[config.mk]
export PLATFORM = sky130hd
export DESIGN_NAME = nan_prop_sel
export DESIGN_NICKNAME = d
export VERILOG_FILES = /design/src/rtl/nanx_pkg.sv /design/src/rtl/nanx_classify.sv /design/src/rtl/nanx_pick.sv /design/src/rtl/nanx_shape.sv /design/src/rtl/nan_prop_sel.sv
export SDC_FILE = /design/constraint.sdc
export NUM_CORES = 1
export LEC_CHECK = 0
export ABC_AREA = 1
export BUFFER_PORTS_ARGS = -buffer_cell sky130_fd_sc_hd__buf_2
export CAP_MARGIN = 20
export CORE_ASPECT_RATIO = 0.8
export CORE_UTILIZATION = 45
export CTS_CLUSTER_SIZE = 12
export DETAILED_ROUTE_END_ITERATION = 7
export PLACE_DENSITY = 0.74
export SYNTH_ARGS = -nofsm -noshare
export SYNTH_HDL_FRONTEND = slang
export SYNTH_SLANG_ARGS = --single-unit
[constraint.sdc]
create_clock -name clk -period 1.7 [get_ports clk]
set_input_delay 0.085 -clock clk [delete_from_list [all_inputs] [get_ports clk]]
set_output_delay 0.085 -clock clk [all_outputs]
set_load 0.01 [all_outputs]
[src/rtl/nanx_pkg.sv]
package nanx_pkg;
  typedef enum logic [1:0] {
    POL_ORDERED   = 2'd0,
    POL_A_FIRST   = 2'd1,
    POL_MAGNITUDE = 2'd2,
    POL_RESERVED  = 2'd3
  } policy_e;

  typedef struct packed {
    logic quiet;
    logic signaling;
  } nan_kind_t;
endpackage

[src/rtl/nanx_classify.sv]
module nanx_classify
  import nanx_pkg::*;
#(
  parameter int EXP_W  = 8,
  parameter int FRAC_W = 23
) (
  input  logic [EXP_W+FRAC_W:0] word,
  output nan_kind_t              kind
);
  localparam int W = EXP_W + FRAC_W + 1;

  logic exp_ones;
  logic qbit;
  logic low_any;

  always_comb begin
    exp_ones       = &word[W-2:FRAC_W];
    qbit           = word[FRAC_W-1];
    low_any        = |word[FRAC_W-2:0];
    kind.quiet     = exp_ones & qbit;
    kind.signaling = exp_ones & ~qbit & low_any;
  end
endmodule

[src/rtl/nanx_pick.sv]
module nanx_pick
  import nanx_pkg::*;
#(
  parameter int W = 32
) (
  input  logic [W-1:0] a,
  input  logic [W-1:0] b,
  input  nan_kind_t    ka,
  input  nan_kind_t    kb,
  input  logic [1:0]   policy,
  output logic         take_b
);
  logic [W-1:0] mag_a;
  logic [W-1:0] mag_b;
  logic         a_larger;
  logic         a_nan;
  logic         b_nan;

  always_comb begin
    mag_a    = {a[W-2:0], 1'b0};
    mag_b    = {b[W-2:0], 1'b0};
    a_larger = (mag_a > mag_b) || ((mag_a == mag_b) && (a < b));
    a_nan    = ka.quiet | ka.signaling;
    b_nan    = kb.quiet | kb.signaling;
    take_b   = 1'b1;
    unique case (policy_e'(policy))
      POL_A_FIRST: take_b = ~a_nan;
      POL_MAGNITUDE: begin
        if (ka.signaling) begin
          if (kb.signaling) take_b = ~a_larger;
          else              take_b = kb.quiet;
        end else if (ka.quiet) begin
          if (kb.signaling || !b_nan) take_b = 1'b0;
          else                        take_b = ~a_larger;
        end else begin
          take_b = 1'b1;
        end
      end
      default: begin
        if (ka.signaling)      take_b = 1'b0;
        else if (kb.signaling) take_b = 1'b1;
        else if (ka.quiet)     take_b = 1'b0;
        else                   take_b = 1'b1;
      end
    endcase
  end
endmodule

[src/rtl/nanx_shape.sv]
module nanx_shape #(
  parameter int          W        = 32,
  parameter int          QBIT     = 22,
  parameter logic [31:0] DFLT_NAN = 32'hFFC0_0000
) (
  input  logic [W-1:0] chosen,
  input  logic         chosen_sig,
  input  logic         dflt_mode,
  output logic [W-1:0] shaped
);
  localparam logic [W-1:0] QMASK = {{(W-1){1'b0}}, 1'b1} << QBIT;

  always_comb begin
    if (dflt_mode)       shaped = DFLT_NAN[W-1:0];
    else if (chosen_sig) shaped = chosen | QMASK;
    else                 shaped = chosen;
  end
endmodule

[src/rtl/nan_prop_sel.sv]
module nan_prop_sel
  import nanx_pkg::*;
#(
  parameter int          EXP_W    = 8,
  parameter int          FRAC_W   = 23,
  parameter logic [31:0] DFLT_NAN = 32'hFFC0_0000
) (
  input  logic                   clk,
  input  logic                   rst,
  input  logic                   in_valid,
  input  logic [EXP_W+FRAC_W:0]  op_a,
  input  logic [EXP_W+FRAC_W:0]  op_b,
  input  logic [1:0]             policy,
  input  logic                   dflt_mode,
  output logic                   out_valid,
  output logic [EXP_W+FRAC_W:0]  result,
  output logic                   invalid
);
  localparam int W    = EXP_W + FRAC_W + 1;
  localparam int QBIT = FRAC_W - 1;
  localparam int NOPS = 2;
  localparam logic [W-1:0] QMASK = {{(W-1){1'b0}}, 1'b1} << QBIT;

  logic [W-1:0] ops [NOPS];
  nan_kind_t    kinds [NOPS];
  logic [NOPS-1:0] is_nan;
  logic [NOPS-1:0] is_sig;

  assign ops[0] = op_a;
  assign ops[1] = op_b;

  for (genvar i = 0; i < NOPS; i++) begin : g_cls
    nanx_classify #(.EXP_W(EXP_W), .FRAC_W(FRAC_W)) u_cls (
      .word (ops[i]),
      .kind (kinds[i])
    );
    assign is_nan[i] = kinds[i].quiet | kinds[i].signaling;
    assign is_sig[i] = kinds[i].signaling;
  end

  logic         take_b;
  logic [W-1:0] chosen;
  logic         chosen_sig;
  logic [W-1:0] shaped;

  nanx_pick #(.W(W)) u_pick (
    .a      (op_a),
    .b      (op_b),
    .ka     (kinds[0]),
    .kb     (kinds[1]),
    .policy (policy),
    .take_b (take_b)
  );

  assign chosen     = take_b ? op_b : op_a;
  assign chosen_sig = take_b ? is_sig[1] : is_sig[0];

  nanx_shape #(.W(W), .QBIT(QBIT), .DFLT_NAN(DFLT_NAN)) u_shape (
    .chosen     (chosen),
    .chosen_sig (chosen_sig),
    .dflt_mode  (dflt_mode),
    .shaped     (shaped)
  );

  always_ff @(posedge clk) begin
    if (rst) begin
      out_valid <= 1'b0;
      result    <= '0;
      invalid   <= 1'b0;
    end else begin
      out_valid <= in_valid;
      if (in_valid) begin
        result  <= shaped;
        invalid <= |is_sig;
      end
    end
  end

  // R10 timing of the valid output and holding of the data outputs
  a_r10_valid_follow: assert property (@(posedge clk) disable iff (rst)
    in_valid |=> out_valid);
  a_r10_valid_drop: assert property (@(posedge clk) disable iff (rst)
    !in_valid |=> !out_valid);
  a_r10_hold: assert property (@(posedge clk) disable iff (rst)
    !in_valid |=> ($stable(result) && $stable(invalid)));
  // R9 default NaN
  a_r9_default: assert property (@(posedge clk) disable iff (rst)
    (in_valid && dflt_mode) |=> (result == DFLT_NAN[W-1:0]));
  // R8 flag raised for any signaling operand
  a_r8_flag: assert property (@(posedge clk) disable iff (rst)
    (in_valid && (is_sig != '0)) |=> invalid);
  // R7 output is a quiet NaN whenever an operand is a NaN
  a_r7_quiet_out: assert property (@(posedge clk) disable iff (rst)
    (in_valid && (is_nan != '0)) |=> (result[QBIT] && (&result[W-2:FRAC_W])));
  // R5 a lone NaN wins under every policy
  a_r5_lone_a: assert property (@(posedge clk) disable iff (rst)
    (in_valid && !dflt_mode && is_nan[0] && !is_nan[1]) |=> (result == ($past(op_a) | QMASK)));
  a_r5_lone_b: assert property (@(posedge clk) disable iff (rst)
    (in_valid && !dflt_mode && !is_nan[0] && is_nan[1]) |=> (result == ($past(op_b) | QMASK)));
endmodule

==> impl_metrics.tcl, run 1 <==
set metrics [dict create \
    ctsRootBufferMaster "clkbuf_8" \
    timing.final.crit_share 1.173 \
    yosys.area_share.xor_xnor 0 \
    leakage_nw 2.903 \
    start_util 0.4644 \
    synth_compound_area_frac 0.1247 \
    hold_viol_final 0 \
    relSlewSlack 0.6209 \
    post-synth-top-area-fraction 0.2127 \
    final_util 0.8335 \
    syn_nets 652 \
    synth_most_common_cell "nand2_1" \
    synth_top_cells_by_count "nand2_1 (135), inv_1 (91), nor2_1 (69)" \
    violations "setup timing" \
    ios 104 \
    hpwl_mm 8.750 \
    synthSimpleGateAreaFrac 0.3831 \
    worstMarginPinSlew_ns 0.5635 \
    cp.required_ns 1.93 \
    drcViolationCount 0 \
    clkTransAtPathRegs_ns 0.07 \
    h-tree-depth 2 \
    grt_pass1_vias 4193 \
    ir_drop_mv 0.2938 \
    powerDensity_nw_per_um2 516.4 \
    critPathMaxFanout 8 \
    grt-ovfl-total 0 \
    place_inst 811 \
    ys_types 25 \
    layout.nets 855 \
    drt_iter0_drc 488 \
    synthAdderAreaFrac 0.1329 \
    syn_avg_cell_area_sq_um 5.840 \
    ant_nets 0 \
    ys_async_sr_fraction 0 \
    setup_slack_ns -0.2938 \
    port-buffer-count 103 \
    fp-row-count 27 \
    finalClockSkew_ns 0 \
    die_w_um 96.29 \
    area_delta_synth_final_pct 79.48 \
    worst_setup_path_end_kind "flip-flop" \
    cts-buffers-inserted 5 \
    maxCapViolCount 0 \
    yosysTopAreaCell "dfxtp_1" \
    stdcell_count 838 \
    ys_seq_elements 34 \
    synth-main-ff-cell "dfxtp_1" \
    antenna_found_initial 0 \
    fmax_ghz 0.5015 \
    syn_area_sq_um 3201 \
    rsz0062_at_grt "yes" \
    synth_top_family_by_area "simple AND/OR/NAND/NOR gates" \
    ys_warn_count 0 \
    die-height_um 77.43 \
    arrival_ns 2.22 \
    routed_wl_mm 14.62 \
    dieArea_sq_um 7456 \
    finalSetupViolCount 32 \
    synth_edf_count 0 \
    drtPass1Iterations 5 \
    vias 4779 \
    min_period_ns 1.994 \
    drive_gt1_frac 0.5166 \
    status "finished with violations" \
    hold_path_class "in2reg" \
    wl_per_cell_um 17.45 \
    grt_max_degree 33 \
    critPathKind "in2reg" \
    grtUsageTotal 0.3350 \
    ctsLongestPathBuffers 2 \
    whs_ns 0.05167 \
    cts_num_sinks 34 \
    startpoint_type "input port" \
    synth.area.mux_share 0 \
    antenna_cells 0 \
    power_w 0.002966 \
    grt_first_pass_wirelength_mm 19.46 \
    cts_tree "built" \
    vias_per_cell 5.703 \
    insertion_delay_ns 0.29 \
    yosys-top-cells-area "dfxtp_1 (21%), nand2_1 (16%), ha_1 (13%)" \
    slew_viol_final 0 \
    synth_cells 548 \
    gp_congestion 0.9853 \
    ys_seq_area_frac 0.2127 \
    placeableCoreArea_sq_um 6892 \
]
metal layers:
| metal | GRT usage | share of wire | vias to the layer above | wire length [um] |
|---|---|---|---|---|
| met3 | 0.05784 | 0.093 | 96 | 1361 |
| li1 | - | - | 2151 | - |
| met1 | 0.4408 | 0.40 | 2181 | 5819 |
| met2 | 0.5447 | 0.45 | 351 | 6607 |
| met5 | 0 | 0 | - | 0 |
| met4 | 0.1176 | 0.057 | 0 | 832 |
where the power goes:
| part | total [W] | internal (W) | switching [W] |
|---|---|---|---|
| clock | 0.000615 | 0.000276 | 0.000339 |
| sequential | 0.000871 | 0.000845 | 0.0000257 |
| combinational | 0.00148 | 0.000697 | 0.000784 |
| total | 0.00297 | 0.00182 | 0.00115 |
sequential cells by signal, indices dropped and copies added (netlist names):
register   count
invalid        1
result        32
out_valid      1
cell type report:
| type | count | area, sq um |
|---|---|---|
| Clock buffer | 5 | 68.82 |
| Clock inverter | 2 | 10.01 |
| Tap cell | 87 | 108.9 |
| Fill cell | 396 | 1147 |
| Timing Repair Buffer | 212 | 1587 |
| Multi-Input combinational cell | 396 | 2859 |
| Inverter | 102 | 430.4 |
| Sequential cell | 34 | 680.7 |
repair_timing:
action	4_1_cts	5_1_grt
buffers inserted	13	5
resized for setup	121	49
hold buffers	0	0
gates cloned	2	0
endpoints found under the setup margin	32	32
pin swaps	55	46
worst paths after layout:
check / depth (start not counted) / endpoint / startpoint / slack [ns]
worst max-delay path: 19 / result[2] / op_b[20] / -0.29
worst min-delay path: 4 / result[22] / rst / 0.05
worst max register to register: 2 / result[12] / result[12] / 0.99
worst min register to register: 2 / result[9] / result[9] / 0.46
kinds of logic after synthesis:
family                   count (synthesis)
AO/OA/AOI/OAI                           73
adder cells (fa/ha/maj)                 34
buffers and inverters                  118
flip-flops                              34
AND/OR/NAND/NOR                        289
metrics by stage:
step           setup WS [ns]  setup TNS [ns]  area, sq um
2_1_floorplan       -0.06523          -1.227         3571
3_3_place_gp         -0.4332          -12.26         4817
3_5_place_dp         -0.4566          -13.60         4817
4_1_cts             -0.04595         -0.6995         5530
5_1_grt              -0.4123          -11.33         5744
6_report             -0.2938          -7.889         5744
layout by cell type (no fill, tap or decap), types with 3 or more instances in the layout:
master / n
nor2_2: 6
inv_2: 33
nand3_1: 46
nand4_1: 13
dfxtp_1: 34
buf_2: 75
a21oi_1: 27
ha_4: 30
inv_4: 7
a21o_1: 5
buf_8: 4
nor2_4: 8
ha_1: 4
clkbuf_8: 5
inv_1: 59
buf_4: 108
nand2_4: 14
o21ai_2: 4
nor2_1: 55
buf_6: 20
nand2_2: 26
o21ai_0: 10
buf_12: 3
a21oi_2: 17
o21ai_1: 6
nand3_2: 15
nand2_1: 98
worst max-delay path: stages:
cell and delay, ns:
buf_8 0.09, inv_12 0.03, ha_4 0.29, nand2_4 0.06, nor2_4 0.13, nand3_2 0.11, nor2_4 0.14, and2_1 0.16
nand2_1 0.09, nand3_2 0.09, nand3_2 0.08, nand2_2 0.08, nand2_2 0.07, nand2_4 0.11, nand2_8 0.13, buf_12 0.18
nand2_2 0.04, nand3_1 0.09, a21oi_2 0.16
Power figures use the tool's default switching activity.
==> run 2: changes to the inputs <==
PLACE_DENSITY = 0.71   (was 0.74)
clock period = 2.1 ns   (was 1.7 ns; I/O delays follow)
==> run 2 against run 1 <==
Power fell by 31%. Largest power group unchanged. The flow now finishes without violations. Setup slack better by 0.38 ns. Clock power decreased by 20%. Critical endpoint is now result[20]. Non-clock buffer count shrank 36. First-iteration DRC count down 34%.
==> impl_metrics.tcl, run 2 (synthesis results as in run 1) <==
set metrics [dict create \
    status "completed" \
    worstPathCellList "buf_2, inv_2, ha_4, nand2_1, inv_1, nand3_1, nor2_1, nand3_1, nor2_2, inv_1, nand2_1, nand3_2, nand2_2, nand2_2, nand2_4, nand2_8, buf_6, nand2_1, nand3_2, a21oi_2" \
    antenna_cells 0 \
    powerDensity_nw_per_um2 433.3 \
    critPathMaxFanout 7 \
    grt_first_pass_wirelength_mm 16.41 \
    path_buf_inv 5 \
    hpwl_mm 8.618 \
    drtPass1Iterations 5 \
    min_period_ns 2.009 \
    final_util 0.6892 \
    power_w 0.002058 \
    setup_slack_ns 0.09071 \
    placeableCoreArea_sq_um 6892 \
    grtUsageTotal 0.2797 \
    port-buffer-count 103 \
    final_common_cell "nand2_1" \
    area_delta_synth_final_pct 48.40 \
    relSlewSlack 0.6898 \
    timing.final.crit_share 0.9568 \
    drcViolationCount 0 \
    slew_viol_final 0 \
    die_w_um 96.29 \
    start_util 0.4644 \
    grt_pass1_vias 3519 \
    hold_path_class "in2reg" \
    pre_cts_ws_ns -0.2107 \
    whs_ns 0.2175 \
    drive_gt1_frac 0.3403 \
    leakage_nw 2.588 \
    clkTransAtPathRegs_ns 0.07 \
    finalClockSkew_ns 0 \
    fp-row-count 27 \
    fmax_ghz 0.4977 \
    grt_max_degree 33 \
    setup_tns_ns 0 \
    ant_nets 0 \
    cp_common_cell "nand2_1" \
    reg.largest.list "result: 32 flops, invalid: 1 flops, out_valid: 1 flops" \
    arrival_ns 2.22 \
    vias_per_cell 5.030 \
    largest_register_ffs 32 \
    vias 4044 \
    startpoint_type "input port" \
    dieArea_sq_um 7456 \
    worstMarginPinSlew_ns 0.4654 \
    wl_per_cell_um 13.47 \
    gp_congestion 1.000 \
    finalSetupViolCount 0 \
    hold_buffers 0 \
    die-height_um 77.43 \
    cts_num_sinks 34 \
    ios 104 \
    cts_tree "built" \
    maxCapViolCount 0 \
    routed_wl_mm 10.83 \
    ctsRootBufferMaster "clkbuf_8" \
    mostFrequentLayoutCells "nand2_1 (131), buf_2 (103), inv_1 (88)" \
    hold_viol_final 0 \
    cp.required_ns 2.32 \
    insertion_delay_ns 0.28 \
    layout.nets 820 \
    antenna_found_initial 0 \
    cts-buffers-inserted 5 \
    drt_iter0_drc 322 \
    ctsLongestPathBuffers 2 \
    crit_family "simple AND/OR/NAND/NOR gates" \
    regMostFlops "result" \
    rsz0062_at_grt "yes" \
    grt-ovfl-total 0 \
    ir_drop_mv 0.2510 \
    worst_setup_path_end_kind "flip-flop" \
    slowest_delay_ns 0.27 \
    critPathSlowestCell "ha_4" \
    h-tree-depth 2 \
    critPathKind "in2reg" \
]
run 2: cell types whose count changed in the layout (fill, tap and decap cells not counted), sizes merged:
| cell | change |
|---|---|
| buf | -38 |
| clkbuf | +4 |
| clkinv | -1 |
| nand2 | +1 |
run 2: worst paths after layout:
check | slack [ns] | to | depth (start not counted) | start
worst max register to register | 1.42 | result[31] | 2 | result[31]
worst min register to register | 0.46 | result[2] | 2 | result[2]
worst max-delay path | 0.09 | result[20] | 20 | op_b[6]
worst min-delay path | 0.22 | result[31] | 5 | op_a[31]
run 2: per-stage QoR:
step / instance area, sq um / instances
2_1_floorplan: 3201 / 548
3_3_place_gp: 4284 / 793
3_5_place_dp: 4284 / 793
4_1_cts: 4375 / 801
5_1_grt: 4750 / 804
6_report: 4750 / 804
run 2: power by group:
group          switching, W  internal, W  total, W
registers         0.0000184     0.000684  0.000703
clock network      0.000225     0.000264  0.000489
logic              0.000470     0.000397  0.000866
total              0.000713      0.00135   0.00206
run 2: layout make-up:
cell class,instances,area (sq um)
clock buffer,7,86.33
inverter,102,382.9
sequential,34,680.7
timing repair buffer,176,1115
tap,87,108.9
clock inverter,1,5.005
fill,605,2142
multi-input combinational,397,2371
run 2: what timing repair did:
action / 4_1_cts / 5_1_grt
buffers inserted: 0 / 0
setup endpoints to repair: 0 / 32
resized for setup: 0 / 47
run 2: worst min-delay path, cell delays in order:
cell and delay (ns):
buf_2 0.12, inv_1 0.05, nor2_1 0.04, nor2_1 0.10
nor2_1 0.05
run 2: layer usage:
metal  part of all wire  track usage
met3              0.079      0.01961
met1               0.51       0.4662
met2               0.41       0.3801
met4              0.010      0.05294
met5                  0            0
